===== config.mk =====
export PLATFORM = sky130hd
export DESIGN_NAME = ilv_mem_sched
export DESIGN_NICKNAME = d
export VERILOG_FILES = /design/src/rtl/ilv_pkg.sv /design/src/rtl/ilv_bank_slot.sv /design/src/rtl/ilv_tag_fifo.sv /design/src/rtl/ilv_bus_issue.sv /design/src/rtl/ilv_mem_sched.sv
export SDC_FILE = /design/constraint.sdc
export NUM_CORES = 1
export LEC_CHECK = 0
export CORE_MARGIN = 2
export CORE_UTILIZATION = 45
export CTS_CLUSTER_SIZE = 8
export DETAILED_ROUTE_END_ITERATION = 8
export GPL_ROUTABILITY_DRIVEN = 0
export MAX_ROUTING_LAYER = met4
export PLACE_DENSITY = 0.73
export SYNTH_ARGS = -nofsm -noshare
export SYNTH_HDL_FRONTEND = slang
export SYNTH_SLANG_ARGS = --single-unit
export TNS_END_PERCENT = 50

===== constraint.sdc =====
create_clock -name clk -period 3.66 [get_ports clk]
set_clock_uncertainty 0.05 [all_clocks]
set_input_delay 0.549 -clock clk [delete_from_list [all_inputs] [get_ports clk]]
set_output_delay 0.549 -clock clk [all_outputs]
set_load 0.05 [all_outputs]

===== src/rtl/ilv_pkg.sv =====
package ilv_pkg;
  typedef enum logic [1:0] {
    SLOT_IDLE = 2'd0,
    SLOT_RD   = 2'd1,
    SLOT_WR   = 2'd2
  } slot_kind_e;
endpackage


===== src/rtl/ilv_bank_slot.sv =====
module ilv_bank_slot #(
  parameter int DATA_W   = 16,
  parameter int CYC_CLKS = 4
) (
  input  logic              clk,
  input  logic              rst_n,
  input  logic              start_i,
  input  logic              start_rd_i,
  input  logic              pop_i,
  input  logic [DATA_W-1:0] rdata_i,
  output logic              free_o,
  output logic              hold_v_o,
  output logic [DATA_W-1:0] hold_d_o
);
  localparam int CNT_W = $clog2(CYC_CLKS);
  localparam logic [CNT_W-1:0] LOAD = CNT_W'(CYC_CLKS - 1);
  localparam logic [CNT_W-1:0] ONE  = CNT_W'(1);

  logic [CNT_W-1:0] cnt_q;
  logic             pend_q;
  logic             hold_v_q;
  logic [DATA_W-1:0] hold_d_q;
  logic             capture;

  assign capture = (cnt_q == ONE) && pend_q;

  always_ff @(posedge clk) begin
    if (!rst_n) begin
      cnt_q  <= '0;
      pend_q <= 1'b0;
    end else if (start_i) begin
      cnt_q  <= LOAD;
      pend_q <= start_rd_i;
    end else if (cnt_q != '0) begin
      cnt_q <= cnt_q - ONE;
      if (capture) pend_q <= 1'b0;
    end
  end

  always_ff @(posedge clk) begin
    if (!rst_n) begin
      hold_v_q <= 1'b0;
      hold_d_q <= '0;
    end else if (capture) begin
      hold_v_q <= 1'b1;
      hold_d_q <= rdata_i;
    end else if (pop_i) begin
      hold_v_q <= 1'b0;
    end
  end

  assign free_o   = (cnt_q == '0) && (!hold_v_q || pop_i);
  assign hold_v_o = hold_v_q;
  assign hold_d_o = hold_d_q;
endmodule


===== src/rtl/ilv_tag_fifo.sv =====
module ilv_tag_fifo #(
  parameter int W     = 2,
  parameter int DEPTH = 4
) (
  input  logic         clk,
  input  logic         rst_n,
  input  logic         push_i,
  input  logic [W-1:0] push_d_i,
  input  logic         pop_i,
  output logic [W-1:0] head_o,
  output logic         empty_o,
  output logic         full_o
);
  localparam int PTR_W = (DEPTH > 1) ? $clog2(DEPTH) : 1;
  localparam int CW    = $clog2(DEPTH + 1);
  localparam logic [PTR_W-1:0] LAST = PTR_W'(DEPTH - 1);

  logic [W-1:0]     mem_q [DEPTH];
  logic [PTR_W-1:0] wp_q, rp_q;
  logic [CW-1:0]    cnt_q;

  function automatic logic [PTR_W-1:0] nxt(input logic [PTR_W-1:0] p);
    return (p == LAST) ? '0 : p + PTR_W'(1);
  endfunction

  always_ff @(posedge clk) begin
    if (!rst_n) begin
      wp_q  <= '0;
      rp_q  <= '0;
      cnt_q <= '0;
    end else begin
      if (push_i) begin
        mem_q[wp_q] <= push_d_i;
        wp_q        <= nxt(wp_q);
      end
      if (pop_i) rp_q <= nxt(rp_q);
      if (push_i && !pop_i)      cnt_q <= cnt_q + CW'(1);
      else if (pop_i && !push_i) cnt_q <= cnt_q - CW'(1);
    end
  end

  assign head_o  = mem_q[rp_q];
  assign empty_o = (cnt_q == '0);
  assign full_o  = (cnt_q == CW'(DEPTH));
endmodule


===== src/rtl/ilv_bus_issue.sv =====
module ilv_bus_issue
  import ilv_pkg::*;
#(
  parameter int BANK_BITS = 2,
  parameter int WORD_W    = 4,
  parameter int DATA_W    = 16
) (
  input  logic                   clk,
  input  logic                   rst_n,
  input  logic                   fire_i,
  input  logic                   we_i,
  input  logic [BANK_BITS-1:0]   bank_i,
  input  logic [WORD_W-1:0]      word_i,
  input  logic [DATA_W-1:0]      wdata_i,
  output logic [(1<<BANK_BITS)-1:0] sel_o,
  output logic                   we_o,
  output logic [WORD_W-1:0]      word_o,
  output logic [DATA_W-1:0]      wdata_o
);
  localparam int NBANK = 1 << BANK_BITS;

  slot_kind_e        kind_q;
  logic [NBANK-1:0]  sel_q;
  logic [WORD_W-1:0] word_q;
  logic [DATA_W-1:0] wdata_q;

  always_ff @(posedge clk) begin
    if (!rst_n) begin
      kind_q  <= SLOT_IDLE;
      sel_q   <= '0;
      word_q  <= '0;
      wdata_q <= '0;
    end else if (fire_i) begin
      kind_q  <= we_i ? SLOT_WR : SLOT_RD;
      sel_q   <= NBANK'(1) << bank_i;
      word_q  <= word_i;
      wdata_q <= wdata_i;
    end else begin
      kind_q <= SLOT_IDLE;
      sel_q  <= '0;
    end
  end

  assign sel_o   = sel_q;
  assign we_o    = (kind_q == SLOT_WR);
  assign word_o  = word_q;
  assign wdata_o = wdata_q;
endmodule


===== src/rtl/ilv_mem_sched.sv =====
module ilv_mem_sched #(
  parameter int BANK_BITS = 2,
  parameter int WORD_W    = 4,
  parameter int DATA_W    = 16,
  parameter int CYC_CLKS  = 4,
  parameter int TAG_DEPTH = 4,
  localparam int NBANK    = 1 << BANK_BITS,
  localparam int ADDR_W   = BANK_BITS + WORD_W
) (
  input  logic                    clk,
  input  logic                    rst_n,
  input  logic                    req_valid,
  output logic                    req_ready,
  input  logic                    req_write,
  input  logic [ADDR_W-1:0]       req_addr,
  input  logic [DATA_W-1:0]       req_wdata,
  output logic                    resp_valid,
  input  logic                    resp_ready,
  output logic [DATA_W-1:0]       resp_data,
  output logic [NBANK-1:0]        bus_sel,
  output logic                    bus_we,
  output logic [WORD_W-1:0]       bus_word,
  output logic [DATA_W-1:0]       bus_wdata,
  input  logic [NBANK*DATA_W-1:0] mod_rdata
);
  logic [BANK_BITS-1:0] bank_idx;
  logic [WORD_W-1:0]    word_idx;
  logic [NBANK-1:0]     bank_free, hold_v, start_v, pop_v;
  logic [DATA_W-1:0]    hold_d [NBANK];
  logic [BANK_BITS-1:0] head;
  logic                 tag_empty, tag_full, resp_fire, accept;

  assign bank_idx = req_addr[BANK_BITS-1:0];
  assign word_idx = req_addr[ADDR_W-1:BANK_BITS];

  assign resp_valid = !tag_empty && hold_v[head];
  assign resp_data  = hold_d[head];
  assign resp_fire  = resp_valid && resp_ready;

  assign req_ready = bank_free[bank_idx] &&
                     (req_write || !tag_full || resp_fire);
  assign accept    = req_valid && req_ready;

  for (genvar i = 0; i < NBANK; i++) begin : g_bank
    assign start_v[i] = accept && (bank_idx == BANK_BITS'(i));
    assign pop_v[i]   = resp_fire && (head == BANK_BITS'(i));

    ilv_bank_slot #(
      .DATA_W  (DATA_W),
      .CYC_CLKS(CYC_CLKS)
    ) slot_i (
      .clk       (clk),
      .rst_n     (rst_n),
      .start_i   (start_v[i]),
      .start_rd_i(!req_write),
      .pop_i     (pop_v[i]),
      .rdata_i   (mod_rdata[i*DATA_W +: DATA_W]),
      .free_o    (bank_free[i]),
      .hold_v_o  (hold_v[i]),
      .hold_d_o  (hold_d[i])
    );
  end

  ilv_tag_fifo #(
    .W    (BANK_BITS),
    .DEPTH(TAG_DEPTH)
  ) tags_i (
    .clk     (clk),
    .rst_n   (rst_n),
    .push_i  (accept && !req_write),
    .push_d_i(bank_idx),
    .pop_i   (resp_fire),
    .head_o  (head),
    .empty_o (tag_empty),
    .full_o  (tag_full)
  );

  ilv_bus_issue #(
    .BANK_BITS(BANK_BITS),
    .WORD_W   (WORD_W),
    .DATA_W   (DATA_W)
  ) issue_i (
    .clk    (clk),
    .rst_n  (rst_n),
    .fire_i (accept),
    .we_i   (req_write),
    .bank_i (bank_idx),
    .word_i (word_idx),
    .wdata_i(req_wdata),
    .sel_o  (bus_sel),
    .we_o   (bus_we),
    .word_o (bus_word),
    .wdata_o(bus_wdata)
  );
endmodule


After elaboration in Yosys (flattened, before gate mapping)
Memories as Yosys holds them, arrays and structs flattened. A register that Yosys moved wholly into a read port is not among the register bits.
Cells that the tools add are included.
{"block": "totals", "ff_bits": 113, "latch_bits": 0, "mem_bits_rw": 8, "romBits": 0, "input_bits": 91, "n_memories": 1}
{"block": "op_classes", "addsub": 8, "n_mul": 0, "div": 0, "n_lt_le_gt_ge": 3, "eq_ne": 14, "n_shift": 1, "n_mux": 45, "bitwise_logic": 1, "n_reduce_logical": 67}
{"name": "tags_i.mem_q", "depth": 4, "word_bits": 2, "read_ports": 1, "rd_ports_with_merged_regs": 1, "write_ports": 1, "line_no": "ilv_tag_fifo.sv:18", "source": "logic [W-1:0] mem_q [DEPTH];"}
{"cell": "nonzero test 2 bit", "count": 17}
{"cell": "binary-select mux 16 bit (select 2 bit)", "count": 1}
{"cell": "2-to-1 mux 16 bit", "count": 2}
{"cell": "2-to-1 mux 2 bit", "count": 13}
{"cell": "2-to-1 mux 1 bit", "count": 25}
{"cell": "logical AND 1 bit", "count": 23}
{"cell": "== test 2 bit, second input constant", "count": 7}
{"cell": "== test 2 x 1 -> 1 bit, second input constant", "count": 6}
{"cell": "zero test 2 bit", "count": 6}
{"cell": "AND reduction 2 bit", "count": 5}
{"cell": "zero test 1 bit", "count": 9}
{"cell": "subtractor 2 x 1 -> 2 bit, second input constant", "count": 4}
{"cell": "logical OR 1 bit", "count": 6}
{"cell": "< comparator 2 x 3 -> 1 bit, second input constant", "count": 2}
{"cell": "2-to-1 mux 3 bit", "count": 2}
{"cell": "adder 2 x 1 -> 2 bit, second input constant", "count": 2}
{"cell": "binary-select mux 1 bit (select 2 bit)", "count": 2}
{"cell": "<< shifter 1 x 2 -> 4 bit, first input constant", "count": 1}
{"cell": "adder 3 x 1 -> 3 bit, second input constant", "count": 1}
{"cell": "== test 3 bit, second input constant", "count": 1}
{"cell": ">= comparator 3 bit, second input constant", "count": 1}
{"cell": "zero test 3 bit", "count": 1}
{"cell": "NOT 2 -> 3 bit", "count": 1}
{"cell": "subtractor 3 x 1 -> 3 bit, second input constant", "count": 1}

Logic depth before layout (Yosys ltp)
{"block": "depth", "word_depth": 16, "mapped_depth": 14, "depth_no_buf": 13}

By module
From an unflattened synthesis, not the netlist that was laid out.
{"block": "hier_totals", "cells_unflattened": 546, "area_unflattened_um2": 5738.0}
{"mod": "ilv_bank_slot", "instances": 4, "cells_per_inst": 90, "area_per_inst_um2": 852.1}
{"mod": "ilv_bus_issue", "instances": 1, "cells_per_inst": 81, "area_per_inst_um2": 954.7}
{"mod": "ilv_tag_fifo", "instances": 1, "cells_per_inst": 55, "area_per_inst_um2": 745.7}
{"mod": "ilv_mem_sched", "instances": 1, "cells_per_inst": 50, "area_per_inst_um2": 629.4}

Worst setup path before layout
Ideal clock, no wire load.
{"block": "synth_path", "path_type": "register to register", "startpoint": "register with a tool-made name", "endpoint": "register tags_i.cnt_q[2]", "setup_ns": 0.070, "arrival_ns": 3.193, "required_time_ns": 3.540, "setup_slack_ns": 0.347, "stages_incl_launch_ff": 13, "n_path_buf": 1, "synth_period_minus_slack_ns": 3.313, "path_cell_list": "dfxtp_1 mux4_2 mux2i_2 a2bb2oi_4 a211oi_2 and4b_1 clkbuf_1 ha_1 inv_1 fa_1 xor2_1 or3_1 a21oi_1"}
{"item": "end signal, assigned", "line_no": "ilv_tag_fifo.sv:37", "source": "if (push_i && !pop_i) cnt_q <= cnt_q + CW'(1);"}
{"item": "end signal, assigned", "line_no": "ilv_tag_fifo.sv:38", "source": "else if (pop_i && !push_i) cnt_q <= cnt_q - CW'(1);"}
{"item": "end, declared", "line_no": "ilv_tag_fifo.sv:20", "source": "logic [CW-1:0] cnt_q;"}

==> reports/qor.yml <==
detailed_routing:
  first_iter_violations: 287
  avgRoutedWirePerCell_um: 16.4
  drc: 0
  drt-total-wl_mm: 14.0
  viasPerCell: 5.34
  dr.pass1.iters: 7
  vias: 4567
  antenna_left: 0
die:
  fp-row-count: 39
  die-width_um: 112
  die_h_um: 112
  pin_count: 134
  core_area_mm2: 0.0114
  dieArea_mm2: 0.0126
  initial_core_util_pct: 46.2
logic_synthesis:
  synth.distinct_cells: 40
  yosysSeqAreaShare_pct: 48.2
  synth_area_leader_cell: "dfxtp_1"
  ys_warn_count: 0
  ys_top_cells_by_count: "nand2_1 (181), dfxtp_1 (115), a21oi_1 (77)"
  synth_flop_cell: "dfxtp_1"
  synthCells: 573
  synth_fp_nets: 679
  async_flop_share_pct: 0
  yosysMostFrequentCell: "nand2_1"
  synth-edff-count: 8
  yosys.area.top_type_share_pct: 43.7
  synth_area_per_cell_um2: 9.20
  synth_area_leaders: "dfxtp_1 (44%), nand2_1 (13%), mux4_2 (7.7%), a21oi_1 (7.3%), mux2i_1 (5.7%)"
  ys_ff_latch: 123
  syn_area_mm2: 0.00527
clock_tree:
  cts_tree: "yes"
  cts_root_buf: "clkbuf_16"
  cts_buffers: 17
  clk_latency_ns: 0.41
  cts_hold_buf: 0
  cts.htree.levels: 4
  ctsResizeCount: 0
  cts_buffer_depth: 2
  path_clk_slew_ns: 0.05
  post_cts_buffers: 0
  clkSinkCount: 123
critical_path:
  critPathArrivalTime_ns: 2.91
  crit_slowest_cell: "clkdlybuf4s50_1"
  crit_top_cell: "mux4_2"
  cp.required_ns: 3.06
  cp_max_fo: 14
  critPathMaxStageDelay_ns: 0.72
  cp_cell_sequence: "mux4_2 -> buf_4 -> mux4_2 -> clkdlybuf4s50_1"
  cp-start-kind: "flop"
  path_class: "flop to output pin"
  endpoint_kind: "output pin"
status:
  outcome: "finished clean"
sta:
  fin_crit_ns: 3.51
  drv_slew: 0
  setup_ws_ns: 0.151
  tns_ns: 0
  rsz0062_at_grt: "false"
  fmax_ghz: 0.285
  worst_slew_pin_slew_ns: 0.805
  setup_viol: 0
  max_slew_margin_pct: 46.3
  finalCritPeriodShare_pct: 95.9
  final-hold-violation-count: 0
place:
  port_buffers: 133
  dpl_cell_area_mm2: 0.00670
  dpl.hpwl_mm: 9.36
  placedCellCount: 823
  pre_cts_slack_ns: 0.128
cells_and_area:
  n_antenna_cell: 0
  instances_no_fill: 855
  area_growth_pct: 38.7
  final_cell_area_mm2: 0.00731
  drive_above_1_share_pct: 9.41
  final_util_pct: 64.0
  nets: 805
global_routing:
  grt_max_degree: 57
  first_global_vias: 4674
  antenna_found_initial: 0
  grt_pass1_wl_mm: 22.8
  grt_usage_pct: 23.4
  grt-ovfl-total: 0
job:
  cap_violations: 0
min_path:
  hp-start: "g_bank[1].slot_i.hold_d_o[10]"
  hold_path_class: "flop to flop"
power_and_ir_drop:
  pwr_density_cell_mw_per_mm2: 580
  p_leak_nw: 2.69
  ir_drop_uv: 419
==> metal layers <==
layer	global-route usage, %	part of all wire, %	up-vias
met5	-	0	-
met4	8.70	1.8	0
met3	6.59	7.7	21
li1	-	-	2191
met1	26.8	41	2166
met2	39.0	50	189
==> placed cells by master (no fill, tap or decap), types with 2 or more instances in the layout <==
| cell | Yosys | layout |
|---|---|---|
| nor3_1 | 3 | 3 |
| nand2_1 | 181 | 181 |
| clkinvlp_4 | 0 | 3 |
| mux2_2 | 2 | 2 |
| and2_1 | 7 | 7 |
| bufinv_16 | 0 | 3 |
| clkinv_2 | 0 | 2 |
| clkbuf_1 | 28 | 2 |
| and4_1 | 3 | 3 |
| xnor2_1 | 2 | 2 |
| clkbuf_16 | 0 | 17 |
| o31ai_1 | 2 | 2 |
| mux2i_1 | 30 | 30 |
| o21a_1 | 4 | 4 |
| nand3_1 | 4 | 4 |
| o211ai_1 | 2 | 2 |
| buf_4 | 1 | 9 |
| dfxtp_1 | 115 | 115 |
| a31oi_1 | 3 | 3 |
| edfxtp_1 | 8 | 8 |
| o21ai_0 | 3 | 3 |
| a21oi_1 | 77 | 77 |
| xor2_1 | 4 | 4 |
| inv_1 | 14 | 14 |
| clkdlybuf4s50_1 | 0 | 131 |
| mux4_2 | 18 | 18 |
| or3_1 | 3 | 3 |
| clkbuf_8 | 0 | 3 |
| nor2b_1 | 3 | 3 |
| clkinv_4 | 0 | 2 |
| ha_1 | 14 | 14 |
| and3_1 | 8 | 8 |
| nand2b_1 | 5 | 5 |
| nor2_1 | 12 | 12 |
==> where the power goes <==
| group | total [mW] | switching, mW | internal (mW) |
|---|---|---|---|
| clock network | 1.73 | 0.604 | 1.12 |
| logic | 0.983 | 0.541 | 0.442 |
| registers | 1.53 | 0.0678 | 1.46 |
==> state kept, by name (all words and copies together) (netlist names), named ones only <==
register / cells
issue_i.kind_q: 2
tags_i.rp_q: 2
g_bank.slot_i.hold_v_o: 4
tags_i.cnt_q: 3
g_bank.slot_i.cnt_q: 8
issue_i.word_o: 4
issue_i.sel_o: 4
issue_i.wdata_o: 16
tags_i.wp_q: 2
g_bank.slot_i.pend_q: 4
tags_i.mem_q: 8
g_bank.slot_i.hold_d_o: 64
==> critical path, delay by kind of cell (launching register included) <==
kind / cells / cell delay, ns
buffers and inverters: 2 / 0.99
flip-flops: 1 / 0.38
multiplexers: 2 / 1.13
==> cells by family (layout without fill, tap and decap cells) <==
kind of cell,count (synthesis),in the layout,share of synthesized area [%]
AND/OR/NAND/NOR,232,232,18.6
flip-flops,123,123,48.2
AO/OA/AOI/OAI,95,95,10.1
multiplexers,52,52,14.4
buffers and inverters,50,189,4.06
adder cells (fa/ha/maj),15,15,3.70
XOR/XNOR,6,6,0.997
==> metrics by stage <==
stage | total power [mW] | hold WS, ns
2_1_floorplan | 2.21 | 0.383
3_3_place_gp | 2.50 | 0.390
6_report | 4.24 | 0.406
5_1_grt | 4.41 | 0.423
4_1_cts | 4.26 | 0.404
3_5_place_dp | 2.54 | 0.396
==> final timing paths <==
check	to	slack (ns)	cells past startpoint
worst max-delay path	resp_data[15]	0.15	4
worst min-delay path	g_bank[1].slot_i.hold_d_o[10]	0.41	2
worst max register to register	tags_i.cnt_q[2]	0.23	11
worst min register to register	g_bank[1].slot_i.hold_d_o[10]	0.41	2
==> area by class of cell <==
type | count | area [um2]
multi-input combinational | 400 | 2510
sequential | 123 | 2540
clock buffer | 22 | 474
inverter | 15 | 56.3
clock inverter | 10 | 140
timing repair buffer | 142 | 1400
tap | 143 | 179
fill | 956 | 4110
Power figures use the tool's default switching activity.
